[src/rtl/i2c_cmd_seq.sv]
module i2c_cmd_seq #(
  parameter int DEPTH   = 8,
  parameter int NPORTS  = 4,
  parameter int PORT_W  = 6,
  parameter int VERSION = 23,
  parameter logic [15:0] MAX_LEN = 16'hFFF0,
  localparam int CW = $clog2(DEPTH + 1),
  localparam int AW = $clog2(DEPTH)
) (
  input  logic              clk,
  input  logic              rst_n,
  input  logic              cmd_we,
  input  logic [63:0]       cmd_word,
  input  logic              mode_we,
  input  logic [PORT_W-1:0] mode_port,
  input  logic              soft_rst,
  input  logic              err_rst,
  input  logic              host_push,
  input  logic [7:0]        host_wdata,
  input  logic              host_pop,
  output logic [7:0]        host_rdata,
  output logic              eng_start,
  output logic [6:0]        eng_addr,
  output logic              eng_rnw,
  output logic              eng_send,
  output logic [7:0]        eng_txd,
  output logic              eng_recv,
  input  logic [7:0]        eng_rxd,
  input  logic              eng_nack,
  output logic              eng_stop,
  output logic              cmd_done,
  output logic              data_req,
  output logic              err_invalid,
  output logic              err_nack,
  output logic              err_overrun,
  output logic              bus_busy,
  output logic [NPORTS-1:0] port_busy,
  output logic [CW-1:0]     fifo_level,
  output logic [15:0]       resid_bus,
  output logic [15:0]       resid_host,
  output logic [7:0]        cap_fifo_size,
  output logic [4:0]        cap_version
);

  typedef enum logic [1:0] {S_IDLE, S_START, S_XFER, S_STOP} st_t;

  st_t              st;
  logic [PORT_W-1:0] port_q, bport_q;
  logic [6:0]       addr_q;
  logic             rnw_q, stop_q, rcont_q;
  logic [15:0]      rb_q, rh_q;
  logic             done_q, inv_q, nack_q, ovr_q;
  logic [7:0]       mem [DEPTH];
  logic [AW-1:0]    wp, rp;
  logic [CW-1:0]    cnt;
  logic [7:0]       rdata_q;

  wire        c_start = cmd_word[63];
  wire        c_addr  = cmd_word[62];
  wire        c_rcont = cmd_word[61];
  wire        c_stop  = cmd_word[60];
  wire [6:0]  c_dev   = cmd_word[55:49];
  wire        c_rnw   = cmd_word[48];
  wire [15:0] c_len   = cmd_word[47:32];
  wire        unused_bits = &{1'b0, cmd_word[59:56], cmd_word[31:0], rcont_q};

  wire port_ok = port_q < PORT_W'(NPORTS);
  wire c_empty = !c_start && !c_addr && !c_stop && (c_len == 16'd0);
  wire cmd_bad = cmd_we && (c_empty || (c_len > MAX_LEN) || !done_q);
  wire cmd_ok  = cmd_we && !cmd_bad && port_ok;
  wire quiet   = !soft_rst && !err_rst && !cmd_we;
  wire xfer    = (st == S_XFER);
  wire full    = (cnt == CW'(DEPTH));
  wire empty   = (cnt == '0);
  wire finishing = xfer && !done_q && (rb_q == 16'd0) && (rh_q == 16'd0);

  wire wr_path = xfer && !rnw_q && (rh_q != 16'd0);
  wire rd_path = xfer &&  rnw_q && (rh_q != 16'd0);
  wire h_push  = quiet && host_push && wr_path && !full;
  wire h_pop   = quiet && host_pop  && rd_path && !empty;
  wire h_inv   = quiet && ((host_push && !wr_path) || (host_pop && !rd_path));
  wire h_ovr   = quiet && host_pop && rd_path && empty;

  assign eng_start = (st == S_START);
  assign eng_stop  = (st == S_STOP);
  assign eng_send  = quiet && xfer && !rnw_q && (rb_q != 16'd0) && !empty;
  assign eng_recv  = quiet && xfer &&  rnw_q && (rb_q != 16'd0) && !full;
  assign eng_addr  = addr_q;
  assign eng_rnw   = rnw_q;
  assign eng_txd   = mem[rp];

  wire push_en = h_push || eng_recv;
  wire pop_en  = h_pop  || eng_send;
  wire [7:0] push_data = rnw_q ? eng_rxd : host_wdata;

  assign bus_busy    = xfer || (st == S_STOP);
  assign cmd_done    = done_q;
  assign err_invalid = inv_q;
  assign err_nack    = nack_q;
  assign err_overrun = ovr_q;
  assign fifo_level  = cnt;
  assign resid_bus   = rb_q;
  assign resid_host  = rh_q;
  assign host_rdata  = rdata_q;
  assign data_req    = xfer && !done_q && (rnw_q ? !empty : ((rh_q != 16'd0) && !full));
  assign cap_fifo_size = 8'(DEPTH);
  assign cap_version   = 5'(VERSION);

  for (genvar p = 0; p < NPORTS; p++) begin : g_pbusy
    assign port_busy[p] = bus_busy && (bport_q == PORT_W'(p));
  end

  always_ff @(posedge clk) begin
    if (push_en) mem[wp] <= push_data;
  end

  always_ff @(posedge clk or negedge rst_n) begin
    if (!rst_n) begin
      st <= S_IDLE; port_q <= '0; bport_q <= '0; addr_q <= '0;
      rnw_q <= 1'b0; stop_q <= 1'b0; rcont_q <= 1'b0;
      rb_q <= '0; rh_q <= '0; done_q <= 1'b1;
      inv_q <= 1'b0; nack_q <= 1'b0; ovr_q <= 1'b0;
      wp <= '0; rp <= '0; cnt <= '0; rdata_q <= '0;
    end else if (soft_rst || err_rst) begin
      st <= S_IDLE; rb_q <= '0; rh_q <= '0; done_q <= 1'b1;
      inv_q <= 1'b0; nack_q <= 1'b0; ovr_q <= 1'b0;
      wp <= '0; rp <= '0; cnt <= '0;
      if (soft_rst) port_q <= '0;
    end else begin
      if (cmd_bad || h_inv || (mode_we && bus_busy)) inv_q <= 1'b1;
      if (h_ovr) ovr_q <= 1'b1;
      if (mode_we) port_q <= mode_port;

      if (cmd_ok) begin
        rb_q <= c_len; rh_q <= c_len;
        addr_q <= c_dev; rnw_q <= c_rnw; stop_q <= c_stop; rcont_q <= c_rcont;
        if (c_start) begin
          done_q <= 1'b0;
          st <= S_START;
        end
      end else begin
        unique case (st)
          S_START: begin
            bport_q <= port_q;
            if (eng_nack) begin
              nack_q <= 1'b1; done_q <= 1'b1; st <= S_IDLE;
            end else st <= S_XFER;
          end
          S_XFER: begin
            if (finishing) begin
              done_q <= 1'b1;
              if (stop_q) st <= S_STOP;
            end
            if (eng_send && eng_nack) begin
              nack_q <= 1'b1; st <= S_STOP;
            end
          end
          S_STOP:  st <= S_IDLE;
          default: ;
        endcase
      end

      if (eng_send || eng_recv) rb_q <= rb_q - 16'd1;
      if (h_push || h_pop) rh_q <= rh_q - 16'd1;
      if (push_en) wp <= wp + AW'(1);
      if (pop_en) rp <= rp + AW'(1);
      if (h_pop) rdata_q <= mem[rp];
      cnt <= cnt + CW'(push_en) - CW'(pop_en);
    end
  end

  p_one_engine_op_r8: assert property (@(posedge clk) disable iff (!rst_n)
    $onehot0({eng_start, eng_send, eng_recv, eng_stop}));

  p_bus_resid_step_r8: assert property (@(posedge clk) disable iff (!rst_n)
    (!cmd_we && !soft_rst && !err_rst) |=>
      (rb_q == $past(rb_q) || rb_q == $past(rb_q) - 16'd1));

  p_level_bound_r9: assert property (@(posedge clk) disable iff (!rst_n)
    fifo_level <= CW'(DEPTH));

  p_done_no_req_r10: assert property (@(posedge clk) disable iff (!rst_n)
    cmd_done |-> !data_req);

  p_stop_frees_bus_r10: assert property (@(posedge clk) disable iff (!rst_n)
    eng_stop |=> !bus_busy);

  p_send_nack_stops_r11: assert property (@(posedge clk) disable iff (!rst_n)
    (eng_send && eng_nack) |=> (eng_stop && !cmd_done));

  p_start_follows_r6: assert property (@(posedge clk) disable iff (!rst_n)
    (cmd_ok && c_start && !soft_rst && !err_rst) |=> eng_start);

  p_port_busy_onehot_r12: assert property (@(posedge clk) disable iff (!rst_n)
    $onehot0(port_busy));

endmodule

[config.mk]
export PLATFORM = sky130hd
export DESIGN_NAME = i2c_cmd_seq
export DESIGN_NICKNAME = d
export VERILOG_FILES = /design/src/rtl/i2c_cmd_seq.sv
export SDC_FILE = /design/constraint.sdc
export NUM_CORES = 1
export LEC_CHECK = 0
export BUFFER_PORTS_ARGS = -buffer_cell sky130_fd_sc_hd__buf_2
export CAP_MARGIN = 20
export CORE_MARGIN = 2
export CORE_UTILIZATION = 48
export DETAILED_ROUTE_END_ITERATION = 10
export PLACE_DENSITY = 0.76
export SYNTH_ARGS = -nofsm -noshare
export SYNTH_HDL_FRONTEND = slang
export SYNTH_SLANG_ARGS = --single-unit
[constraint.sdc]
create_clock -name clk -period 2.71 [get_ports clk]
set_input_delay 0.4065 -clock clk [delete_from_list [all_inputs] [get_ports clk]]
set_output_delay 0.4065 -clock clk [all_outputs]
set_load 0.01 [all_outputs]
### After elaboration in Yosys (flattened, before gate mapping)

Memory sizes are Yosys's and may differ from the RTL's.
Cells that the tools add are included.
Widths: inputs -> output; s select.

* latch bits: 0
* memories: 1
* bits in read-only memories: 0
* word-level logic and storage cells: 170
* register bits: 77
* RAM bits: 64
* output and inout port bits: 87
* input port bits: 95

* magnitude comparators: 2
* bitwise gates (word level): 2
* reduce and logical (&&, ||, !) cells: 88
* div/mod/pow operators: 0
* equality and inequality tests: 16
* shift-type cells: 0
* multiply operators: 0
* multiplexer cells: 39
* add/subtract/negate cells: 6

Memories
* mem: words 8, bits a word 8, read ports 1, clocked after Yosys merged registers in 0, write ports 1, RTL line 53 `logic [7:0] mem [DEPTH];`

Operators by type and width (number)
* $mux 16: 5
* $logic_not 16->1: 3
* $logic_and 1x1->1: 40
* $reduce_bool 16->1: 2
* $sub 16x1->16 const B: 2
* $mux 6: 3
* $gt 16x16->1 const B: 1
* $mux 1: 15
* $mux 2: 7
* $logic_not 1->1: 13
* $eq 6x2->1 const B: 2
* $mux 3: 4
* $reduce_and 4->1: 3
* $logic_or 1x1->1: 11
* $reduce_bool 2->1: 5
* $reduce_bool 3->1: 3
* $mux 8: 1
* $add 3x1->3 const B: 2
* $eq 6x1->1 const B: 1
* $logic_not 6->1: 1
* $lt 6x3->1 const B: 1
* $ne 3x1->1 const B: 2
* $pmux 2 s3: 1
* $reduce_and 2->1: 3
* 19 further kinds: 22

### Longest topological paths before layout

* depth in word-level cells: 13
* mapped depth: 15

### Worst setup path before layout

No wires, ideal clock.

* path type: reg-to-reg
* start: register rh_q[0] (netlist: resid_host[0])
* end: register cnt[1] (netlist: fifo_level[1])
* cell stages (with the launch flop): 14
* buffers on the path: 2
* library setup time: 0.119 ns
* setup slack: -0.308 ns
* data arrival time: 2.899 ns
* data required time: 2.591 ns
* path through: dfrtp_1 > inv_1 > ha_1 > nor4b_1 > and4b_1 > buf_6 > or4_1 > buf_4 > o41ai_2 > ha_1 > inv_1 > ha_1 > fa_1 > and2_1

* word-level cells in the longest chain between the ends: 8
* elaborated cells between the ends (all ways): 12

Ends and longest elaborated chain
* from (decl): RTL line 51 `logic [15:0] rb_q, rh_q;`
* from (signal assigned): RTL line 135 `rb_q <= c_len; rh_q <= c_len;`
* from (signal assigned): RTL line 164 `if (h_push || h_pop) rh_q <= rh_q - 16'd1;`
* $reduce_bool 16->1 *: RTL line 77, 78
* $logic_and 1x1->1: RTL line 77 `wire wr_path = xfer && !rnw_q && (rh_q != 16'd0);`
* $logic_and 1x1->1 (2 in series): RTL line 79 `wire h_push = quiet && host_push && wr_path && !full;`
* $logic_or 1x1->1: RTL line 92 `wire push_en = h_push || eng_recv;`
* $add 4x1->4: RTL line 168 `cnt <= cnt + CW'(push_en) - CW'(pop_en);`
* $sub 4x1->4 *: RTL line 168
* $mux 4 *: RTL line 124 `end else if (soft_rst || err_rst) begin`
* to (signal assigned): RTL line 168
* to (decl): RTL line 55 `logic [CW-1:0] cnt;`

Mark *: on every way between the ends. The rest lies on a longest branch, timed or not.
A chain may end at the register's enable or synchronous reset.

### Worst setup path after layout

* start: register rh_q[9] (netlist: resid_host[9])
* end: register cnt[1] (netlist: fifo_level[1])

Same word-level chain as after synthesis.

==> reports/qor.csv <==
metric,value,unit
grt_overflow,0,
synth_common_cells,"dfrtp_1, edfxtp_1, nand2_1",
grt_pass1_wl,31.8,mm
drtIter0Drc,651,
worst_clock_skew,0.00911,ns
async_flop_share,54.6,%
r2r-end,fifo_level[1],
htree_levels,4,
detailed_place_hpwl,14.4,mm
postSynthAreaPerCell,12.2,um^2
route.detailed.drc,0,
crit_chain,or4_4 > and4b_2 > buf_6 > or4_4 > o41ai_4 > ha_4 > inv_4 > ha_4 > fa_2 > and2_4,
setup_violations,2,
clockBufferDepth,2,
relSlewSlack,41.2,%
grt_pass1_vias,5937,
status,finished with violations,
wire_per_inst,20.2,um
r2r_slack,-0.05,ns
worst_pin_slew,0.882,ns
die_w,126,um
fin_crit,2.76,ns
vias_per_cell,5.94,
tns,-0.0738,ns
antenna_left,0,
synth_seq_area_share,54.3,%
min_path_type,input port to asynchronous set/reset pin,
syn_inst,583,
grt_usage,25.9,%
worstPathArrival,3.14,ns
synth.ff_latch_count,141,
placedInstanceArea,8570,um^2
hold_viol,0,
core,14500,um^2
area_delta_synth_final,31.8,%
violations,negative setup slack,
start_kind,flop,
final_max_slew_viol_count,0,
reg2reg_from,resid_host[9],
dp_cells,963,
pwr_density_cell,590,nW/um^2
vdd_drop_max,548,uV
place_ws,-0.244,ns
critical_path.max_fanout,3,
synth-edff-count,64,
slowest_delay,0.54,ns
p_total,5510,uW
crit_path_start,resid_host[9],
synth_cell_type_count,70,
holdBufCountCts,0,
drtPass1Iterations,6,
fp.dieH,126,um
die_area,15800,um^2
fmax,0.362,GHz
synth_area_leaders,"edfxtp_1, dfrtp_1, mux2_2, mux4_2, ha_1",
grt_max_degree,66,
max_cap_viol_count,0,
cp_data_required_time,3.08,ns
slowest_stage,or4_4,
ys.flop_type,dfrtp_1,
drt-total-wl,20.3,mm
r2r_cells,10,
rows,44,
end_kind,flop,
io_buffer_count,131,
start_util,49.0,%
fin_cells,1003,
synthDominantCellAreaShare,27.1,%
yosysWarningCount,0,
top_level_ports,182,
dr_total_vias,5960,
rsz0062_at_grt,true,
p_leak,0.00412,uW
fin_ws,-0.0545,ns
nNetsFinal,916,
cts_sinks,141,
synth_top_cell_by_area,edfxtp_1,
final_area,9350,um^2
clockRootBuffer,clkbuf_16,
yosysMostFrequentCell,dfrtp_1,
cts_tree,yes,
drive_above_1_share,44.5,%
period_share,102,%
gp_congestion,0.931,
cts_inserted_buffers,17,
clk_pin_slew,0.07,ns
critical_path_class,flop to flop,
clk_latency,0.43,ns
synth.cell_area,7090,um^2
antenna_found_initial,1,
## stage by stage
step | util (%) | hold WS, ns
after floorplan | - | 0.111
after global placement | 59.1 | 0.482
after detailed placement | 59.2 | 0.488
after CTS | 63.7 | 0.124
after global routing | 64.5 | 0.160
final | 64.5 | 0.0984
## metal layers
metal | share of wire [%] | GRT usage, % | routed length [um] | vias up
met2 | 52 | 44.2 | 10500 | 296
li1 | - | - | - | 2663
met5 | 0 | 0 | 0 | -
met3 | 6.9 | 5.73 | 1390 | 46
met4 | 2.6 | 9.87 | 522 | 0
met1 | 39 | 32.4 | 7860 | 2955
## layout by cell type, fill, tap and decap left out, drive strengths merged, types with 5 or more instances in the layout
| cell type | Yosys | layout |
|---|---|---|
| nand2 | 41 | 41 |
| ha | 15 | 15 |
| nand3 | 26 | 26 |
| inv | 23 | 30 |
| edfxtp | 64 | 64 |
| o311ai | 6 | 6 |
| nor2 | 30 | 30 |
| or4 | 6 | 6 |
| and2 | 6 | 6 |
| nor4 | 22 | 22 |
| nand4 | 12 | 12 |
| nor3b | 5 | 5 |
| nor3 | 15 | 15 |
| mux4 | 16 | 16 |
| dfrtp | 76 | 76 |
| o21ai | 16 | 16 |
| mux2i | 11 | 11 |
| clkbuf | 12 | 18 |
| o211ai | 7 | 7 |
| a31oi | 23 | 23 |
| nand2b | 6 | 6 |
| mux2 | 39 | 39 |
| conb | 2 | 13 |
| or2 | 6 | 6 |
| o31ai | 6 | 6 |
| a21oi | 12 | 12 |
| or3 | 9 | 9 |
| buf | 31 | 235 |
## power by group
group / switching [uW] / leakage, uW / internal, uW
Combinational: 449 / 0.00222 / 338
Clock: 955 / 0.000281 / 1370
Sequential: 49.3 / 0.00162 / 2350
## cell families (layout without fill, tap and decap cells)
kind of cell / Yosys count / in the layout / share of synthesized area, %
compound gates: 95 / 95 / 9.74
mux: 66 / 66 / 12.8
simple gates: 195 / 195 / 15.1
xor+xnor: 2 / 2 / 0.247
fa+ha+maj: 16 / 16 / 2.93
other cells: 2 / 14 / 0.106
buf+inv: 66 / 290 / 4.76
flops: 141 / 141 / 54.3
## critical path, delay by kind of cell, from the launching register on
family / cells / cell delay [ns]
fa+ha+maj: 3 / 0.95
buf+inv: 2 / 0.16
compound gates: 1 / 0.08
simple gates: 4 / 1.13
flops: 1 / 0.38
## area by class of cell
cell class | count | area (um^2)
multi-input cells | 387 | 3120
flip-flops and latches | 141 | 3850
clock inverters | 14 | 158
fillers | 1077 | 5130
repair buffers | 235 | 1460
clock buffers | 18 | 429
diodes | 1 | 2.50
inverters | 23 | 91.3
well taps | 184 | 230
## how the worst max path moves through the flow
| stage | to | slack [ns] | cells after the start |
|---|---|---|---|
| after global routing | fifo_level[2] | -0.10 | 11 |
| after CTS | fifo_level[1] | -0.02 | 10 |
| after detailed placement | fifo_level[1] | -0.24 | 12 |
| final | fifo_level[1] | -0.05 | 10 |
| after global placement | fifo_level[1] | -0.16 | 12 |
| after floorplan | fifo_level[1] | -0.16 | 11 |
## repair_timing
action | CTS | global route
cloned | 0 | 0
setup endpoints to repair | 13 | 17
gates resized for setup | 8 | 18
buffers inserted | 4 | 3
pin swaps | 4 | 5
## flip-flops by register name (all words and copies together), names as in the netlist
| signal | flops |
|---|---|
| wp | 3 |
| cmd_done | 1 |
| err_nack | 1 |
| eng_addr | 7 |
| rp | 3 |
| fifo_level | 4 |
| resid_bus | 16 |
| stop_q | 1 |
| host_rdata | 8 |
| err_invalid | 1 |
| mem | 64 |
| err_overrun | 1 |
| port_q | 6 |
| st | 2 |
| eng_rnw | 1 |
| bport_q | 6 |
| resid_host | 16 |
(Power assumes the default switching activity.)
